[src/rtl/audio_clkgen_pkg.sv]
package audio_clkgen_pkg;
  // smallest legal divide field; smaller values fall back to it
  localparam int MIN_DIV     = 2;
  // post-divide ratios of the bit clock relative to the primary clock
  localparam int POST_PLAIN  = 2;
  localparam int POST_MCK_32 = 4;
  localparam int POST_MCK_16 = 8;
  localparam int POST_W      = $clog2(POST_MCK_16) + 1;
endpackage

[src/rtl/audio_clkgen_cfg.sv]
module audio_clkgen_cfg
  import audio_clkgen_pkg::*;
#(
  parameter int DIV_W = 8,
  localparam int CNT_W = DIV_W + 1
) (
  input  logic              clk_i,
  input  logic              rst_i,
  input  logic              load_i,
  input  logic [DIV_W-1:0]  div_i,
  input  logic              odd_i,
  input  logic              mck_en_i,
  input  logic              ch32_i,
  output logic [CNT_W-1:0]  ratio_o,
  output logic [CNT_W-1:0]  hi_o,
  output logic [POST_W-1:0] post_o,
  output logic              mck_on_o
);
  logic [CNT_W-1:0]  ratio_d;
  logic [CNT_W-1:0]  hi_d;
  logic [POST_W-1:0] post_d;

  always_comb begin
    if (div_i < DIV_W'(MIN_DIV))
      ratio_d = CNT_W'(2 * MIN_DIV);
    else
      ratio_d = {div_i, 1'b0} + CNT_W'(odd_i);
    // high phase gets the extra cycle of an odd ratio
    hi_d = CNT_W'(ratio_d[CNT_W-1:1]) + CNT_W'(ratio_d[0]);
    if (!mck_en_i)
      post_d = POST_W'(POST_PLAIN);
    else if (ch32_i)
      post_d = POST_W'(POST_MCK_32);
    else
      post_d = POST_W'(POST_MCK_16);
  end

  always_ff @(posedge clk_i) begin
    if (rst_i) begin
      ratio_o  <= CNT_W'(2 * MIN_DIV);
      hi_o     <= CNT_W'(MIN_DIV);
      post_o   <= POST_W'(POST_PLAIN);
      mck_on_o <= 1'b0;
    end else if (load_i) begin
      ratio_o  <= ratio_d;
      hi_o     <= hi_d;
      post_o   <= post_d;
      mck_on_o <= mck_en_i;
    end
  end

  // shadow settings hold between load points
  a_r9_cfg_hold: assert property (@(posedge clk_i) disable iff (rst_i)
    !load_i |=> ($stable(ratio_o) && $stable(post_o) && $stable(mck_on_o)));
  // the ratio never drops below the legal floor
  a_r3_ratio_floor: assert property (@(posedge clk_i) disable iff (rst_i)
    ratio_o >= CNT_W'(2 * MIN_DIV));
endmodule

[src/rtl/audio_clkgen_prediv.sv]
module audio_clkgen_prediv #(
  parameter int CNT_W = 9
) (
  input  logic             clk_i,
  input  logic             rst_i,
  input  logic             run_i,
  input  logic [CNT_W-1:0] ratio_i,
  output logic [CNT_W-1:0] cnt_o,
  output logic             wrap_o
);
  logic [CNT_W-1:0] cnt_q;

  assign wrap_o = run_i && (cnt_q == ratio_i - 1'b1);
  assign cnt_o  = cnt_q;

  always_ff @(posedge clk_i) begin
    if (rst_i || !run_i)
      cnt_q <= '0;
    else if (wrap_o)
      cnt_q <= '0;
    else
      cnt_q <= cnt_q + 1'b1;
  end

  // the phase counter stays inside the programmed ratio
  a_r2_cnt_in_range: assert property (@(posedge clk_i) disable iff (rst_i)
    cnt_q < ratio_i);
endmodule

[src/rtl/audio_clkgen_postdiv.sv]
module audio_clkgen_postdiv #(
  parameter int POST_W = 4
) (
  input  logic              clk_i,
  input  logic              rst_i,
  input  logic              run_i,
  input  logic              step_i,
  input  logic [POST_W-1:0] post_i,
  output logic [POST_W-1:0] pc_o,
  output logic              bnd_o
);
  logic [POST_W-1:0] pc_q;

  assign bnd_o = step_i && (pc_q == post_i - 1'b1);
  assign pc_o  = pc_q;

  always_ff @(posedge clk_i) begin
    if (rst_i || !run_i)
      pc_q <= '0;
    else if (bnd_o)
      pc_q <= '0;
    else if (step_i)
      pc_q <= pc_q + 1'b1;
  end

  // primary-period counter stays inside the post ratio
  a_r5_pc_in_range: assert property (@(posedge clk_i) disable iff (rst_i)
    pc_q < post_i);
endmodule

[src/rtl/audio_clkgen.sv]
module audio_clkgen
  import audio_clkgen_pkg::*;
#(
  parameter int DIV_W = 8
) (
  input  logic             clk_i,
  input  logic             rst_i,
  input  logic             en_i,
  input  logic [DIV_W-1:0] div_i,
  input  logic             odd_i,
  input  logic             mck_en_i,
  input  logic             ch32_i,
  output logic             mck_o,
  output logic             ck_o,
  output logic             ck_rise_o,
  output logic             ck_fall_o
);
  localparam int CNT_W = DIV_W + 1;

  logic [CNT_W-1:0]  ratio;
  logic [CNT_W-1:0]  hi_len;
  logic [POST_W-1:0] post;
  logic              mck_on;
  logic [CNT_W-1:0]  cnt;
  logic              wrap;
  logic [POST_W-1:0] pc;
  logic              bnd;
  logic              load;
  logic [POST_W-1:0] half_post;

  // settings follow the inputs while idle, and only at a bit-clock period end while running
  assign load      = !en_i || bnd;
  assign half_post = post >> 1;

  audio_clkgen_cfg #(.DIV_W(DIV_W)) i_cfg (
    .clk_i    (clk_i),
    .rst_i    (rst_i),
    .load_i   (load),
    .div_i    (div_i),
    .odd_i    (odd_i),
    .mck_en_i (mck_en_i),
    .ch32_i   (ch32_i),
    .ratio_o  (ratio),
    .hi_o     (hi_len),
    .post_o   (post),
    .mck_on_o (mck_on)
  );

  audio_clkgen_prediv #(.CNT_W(CNT_W)) i_prediv (
    .clk_i   (clk_i),
    .rst_i   (rst_i),
    .run_i   (en_i),
    .ratio_i (ratio),
    .cnt_o   (cnt),
    .wrap_o  (wrap)
  );

  audio_clkgen_postdiv #(.POST_W(POST_W)) i_postdiv (
    .clk_i  (clk_i),
    .rst_i  (rst_i),
    .run_i  (en_i),
    .step_i (wrap),
    .post_i (post),
    .pc_o   (pc),
    .bnd_o  (bnd)
  );

  always_ff @(posedge clk_i) begin
    if (rst_i) begin
      mck_o     <= 1'b0;
      ck_o      <= 1'b0;
      ck_rise_o <= 1'b0;
      ck_fall_o <= 1'b0;
    end else begin
      mck_o     <= en_i && mck_on && (cnt < hi_len);
      ck_o      <= en_i && (pc < half_post);
      ck_rise_o <= en_i && (cnt == '0) && (pc == '0);
      ck_fall_o <= en_i && (cnt == '0) && (pc == half_post);
    end
  end

  // rise strobe sits on the first high cycle
  a_r8_rise_on_edge: assert property (@(posedge clk_i) disable iff (rst_i)
    ck_rise_o |-> (ck_o && !$past(ck_o)));
  // fall strobe sits on the first low cycle
  a_r8_fall_on_edge: assert property (@(posedge clk_i) disable iff (rst_i)
    ck_fall_o |-> (!ck_o && $past(ck_o)));
  // no rising edge without its strobe
  a_r8_edge_has_strobe: assert property (@(posedge clk_i) disable iff (rst_i)
    $rose(ck_o) |-> ck_rise_o);
  // disabled means quiet outputs
  a_r10_idle_quiet: assert property (@(posedge clk_i) disable iff (rst_i)
    $past(!en_i) |-> (!ck_o && !mck_o && !ck_rise_o && !ck_fall_o));
  // the two strobes never coincide
  a_r8_strobes_apart: assert property (@(posedge clk_i) disable iff (rst_i)
    $onehot0({ck_rise_o, ck_fall_o}));
endmodule

[config.mk]
export PLATFORM = sky130hd
export DESIGN_NAME = audio_clkgen
export DESIGN_NICKNAME = d
export VERILOG_FILES = /design/src/rtl/audio_clkgen_pkg.sv /design/src/rtl/audio_clkgen_cfg.sv /design/src/rtl/audio_clkgen_prediv.sv /design/src/rtl/audio_clkgen_postdiv.sv /design/src/rtl/audio_clkgen.sv
export SDC_FILE = /design/constraint.sdc
export NUM_CORES = 1
export LEC_CHECK = 0
export BUFFER_PORTS_ARGS = -buffer_cell sky130_fd_sc_hd__buf_2
export CAP_MARGIN = 20
export CORE_MARGIN = 4
export CORE_UTILIZATION = 40
export CTS_BUF_LIST = sky130_fd_sc_hd__clkbuf_4
export DETAILED_ROUTE_END_ITERATION = 16
export HOLD_SLACK_MARGIN = 0.12
export SYNTH_ARGS = -nofsm -noshare
export SYNTH_HDL_FRONTEND = slang
export SYNTH_SLANG_ARGS = --single-unit
export TNS_END_PERCENT = 5
[constraint.sdc]
create_clock -name clk_i -period 7.7 [get_ports clk_i]
set_input_delay 0.77 -clock clk_i [delete_from_list [all_inputs] [get_ports clk_i]]
set_output_delay 0.77 -clock clk_i [all_outputs]
set_load 0.01 [all_outputs]
==> flow_metrics.py <==
metrics = {
    "grt": {
        "grt_use_met2_pct": 23.0,
        "grt_pass1_vias": 1700,
        "track_usage_pct": 14.5,
        "grt_max_degree": 27,
        "grtUsageMet3_pct": 3.08,
        "antenna_found_initial": 0,
        "grtUsageMet1_pct": 19.4,
        "grt_pass1_wl_um": 8320,
        "busiest_layer": "met2",
        "grt-ovfl-total": 0,
    },
    "clock_network": {
        "ctsResizeCount": 0,
        "clk_latency_ps": 340,
        "htree_levels": 2,
        "cts.sinks": 39,
        "holdBufCountCts": 0,
        "clockBufferDepth": 2,
        "tritoncts": "built",
        "clk_pin_slew_ps": 110,
        "root_buffer": "clkbuf_4",
        "postCtsSetupBuffers": 0,
        "cts_buffers": 5,
    },
    "place": {
        "finalWeightedCongestion": 0.846,
        "port_buffers": 17,
        "dp_hpwl_um": 3600,
        "placed_area_sq_mm": 0.00241,
    },
    "drt": {
        "wl_per_cell_um": 13.8,
        "initialDrtViolationCount": 95,
        "viasPerCell": 5.10,
        "route.vias.total": 1776,
        "drc": 0,
        "drtAntennaViolNets": 0,
        "dr.pass1.iters": 4,
        "wirelength_um": 4800,
    },
    "sta": {
        "grt_setup_unrepaired": "false",
        "fmax_mhz": 350,
        "max_slew_margin_pct": 67.4,
        "min_period_ps": 2860,
        "drv_slew": 0,
        "finalCritPeriodShare_pct": 37.1,
        "fin_skew_ps": 3.61,
        "holdWs_ps": 510,
        "tightest_slew_ps": 489,
        "fin_setup_tns_ps": 0,
        "setup_violations": 0,
        "hold_viol": 0,
    },
    "power": {
        "p_leak_uw": 0.00105,
        "p_clk_share_pct": 27.8,
        "intPower_uw": 273,
        "combPwrFrac_pct": 14.7,
        "switching_share_pct": 28.2,
        "p_per_area_mw_per_mm2": 155,
        "switchingPower_uw": 107,
        "irDropWorstVdd_v": 0.0000970,
        "seq_power_share_pct": 57.4,
    },
    "final_layout": {
        "multi_input_area_sq_mm": 0.00136,
        "fillCellCount": 550,
        "diodes": 0,
        "layout.nets": 308,
        "finalInstanceArea_sq_mm": 0.00246,
        "utilization_pct": 44.6,
        "drive_above_1_share_pct": 12.0,
        "seqCellArea_sq_um": 781,
        "syn_to_final_growth_pct": 8.32,
    },
    "floorplanning": {
        "die_h_um": 83.3,
        "start_util_pct": 41.2,
        "pin_count": 18,
        "dieArea_sq_mm": 0.00694,
        "core_region_area_sq_mm": 0.00551,
        "row_count": 27,
        "fp.dieW_um": 83.3,
    },
    "logic_synthesis": {
        "synth_cell_type_count": 40,
        "postSynthAreaPerCell_sq_um": 8.73,
        "synth_top_area_share_pct": 34.4,
        "synth-main-ff-cell": "dfxtp_1",
        "postSynthCellCount": 260,
        "yosys_warnings": 0,
        "syn-num-nets": 293,
        "yosysSeqAreaShare_pct": 34.4,
        "yosys.area.top_type": "dfxtp_1",
        "netlist_area_sq_mm": 0.00227,
        "ys_ff_latch": 39,
        "synth_edf_count": 0,
        "synthTopCellsByArea": "dfxtp_1, ha_1, xor2_1",
        "synthArstFlopShare_pct": 0,
    },
    "critical_path": {
        "critPathKind": "reg -> reg",
        "worstReg2RegStart": "i_cfg.ratio_o[0]",
        "end_kind": "flop",
        "worstPathMaxFanout": 6,
        "startpoint": "i_cfg.ratio_o[0]",
        "critPathRequiredTime_ps": 7970,
        "crit_arrival_ps": 3130,
        "cp-start-kind": "flop",
    },
    "min_path": {
        "hp-class": "reg -> reg",
        "hold_start": "i_cfg.hi_o[1]",
    },
    "run_status": {
        "status": "complete, no violations",
    },
    "run": {
        "max_cap_viol_count": 0,
    },
}
stage by stage:
stage               worst slack (ps)  instances  power [uW]
global placement                4940        340         279
detailed placement              4860        340         280
floorplan                       5030        260         262
CTS                             4840        348         385
finish                          4840        348         380
global route                    4610        348         400
placed cells by master (no fill, tap or decap), types with 3 or more instances in the layout:
| cell | netlist | routed |
|---|---|---|
| dfxtp_1 | 39 | 39 |
| nor2_1 | 34 | 34 |
| inv_1 | 19 | 19 |
| ha_1 | 19 | 19 |
| buf_2 | 4 | 17 |
| xor2_1 | 15 | 15 |
| nand2_1 | 14 | 14 |
| nand3_1 | 13 | 13 |
| xnor2_1 | 12 | 12 |
| mux2i_1 | 12 | 12 |
| nor3_1 | 8 | 8 |
| a211oi_1 | 7 | 7 |
| clkbuf_4 | 0 | 6 |
| nor2b_1 | 4 | 4 |
| nand2b_1 | 4 | 4 |
| nand4_1 | 4 | 4 |
| or2_2 | 4 | 4 |
| and3_1 | 4 | 4 |
| a21o_1 | 4 | 4 |
| nor4_1 | 3 | 3 |
| o31ai_1 | 3 | 3 |
| nor4b_1 | 3 | 3 |
registers in the layout, summed over array words and instances, names as in the netlist:
name            flops
i_cfg.ratio_o       9
ck_rise_o           1
i_postdiv.pc_o      4
i_cfg.mck_on_o      1
ck_o                1
i_cfg.hi_o          9
mck_o               1
i_prediv.cnt_o      9
i_cfg.post_o        3
ck_fall_o           1
worst max-delay path, stage by stage, from the launching register on:
cell,delay (ps)
dfxtp_1,440
inv_1,80
ha_1,260
o21ba_1,190
a221oi_1,280
a41oi_1,70
or3_4,420
or3_1,460
or3_1,390
a211oi_2,200
synth_stat cells (2+ instances only):
cell type,instances
xor2_1,15
nand4b_1,2
nor3b_1,2
and3_1,4
nor4_1,3
o31ai_1,3
mux2i_1,12
o311ai_0,2
ha_1,19
nand3b_1,2
clkbuf_1,5
or3_1,2
nand2b_1,4
nor2_1,34
nand4_1,4
nor4b_1,3
dfxtp_1,39
nor3_1,8
a211oi_1,7
xnor2_1,12
nand3_1,13
buf_2,4
or2_2,4
a221o_1,2
buf_6,2
nand2_1,14
inv_1,19
nor2b_1,4
a31oi_1,2
a21o_1,4
path summary, 6_finish.rpt:
kind,to,slack (ps),depth (start not counted)
max,i_postdiv.pc_o[3],4840,9
min,i_cfg.hi_o[1],510,2
min reg2reg,i_cfg.hi_o[1],510,2
max reg2reg,i_postdiv.pc_o[3],4840,9
kinds of logic (layout without fill, tap and decap cells):
| logic type | after synthesis | count (layout) | share of synthesized area, % |
|---|---|---|---|
| buf+inv | 30 | 46 | 5.84 |
| compound gates | 28 | 28 | 9.92 |
| simple gates | 105 | 105 | 23.6 |
| flops | 39 | 39 | 34.4 |
| fa+ha+maj | 19 | 19 | 10.5 |
| mux | 12 | 12 | 5.29 |
| xor+xnor | 27 | 27 | 10.4 |
power groups by stage:
stage	sequential (uW)	combinational [uW]	clock (uW)
detailed placement	223	56.6	0
finish	218	56.0	106
global route	220	63.9	116
floorplan	221	41.2	0
CTS	218	56.8	109
global placement	223	55.8	0
layer usage:
layer / routed length [um] / vias up
met3: 154 / 9
met2: 2160 / 26
li1: - / 935
met1: 2400 / 806
met5: 0 / -
met4: 81 / 0
cell type report:
| cell class | count | share of cell area (%) |
|---|---|---|
| clock buffers | 6 | 1.83 |
| multi-input cells | 191 | 55.5 |
| flip-flops and latches | 39 | 31.8 |
| repair buffers | 19 | 4.07 |
| clock inverters | 2 | 0.305 |
| inverters | 19 | 2.90 |
| well taps | 72 | 3.66 |
Power figures use the tool's default switching activity.
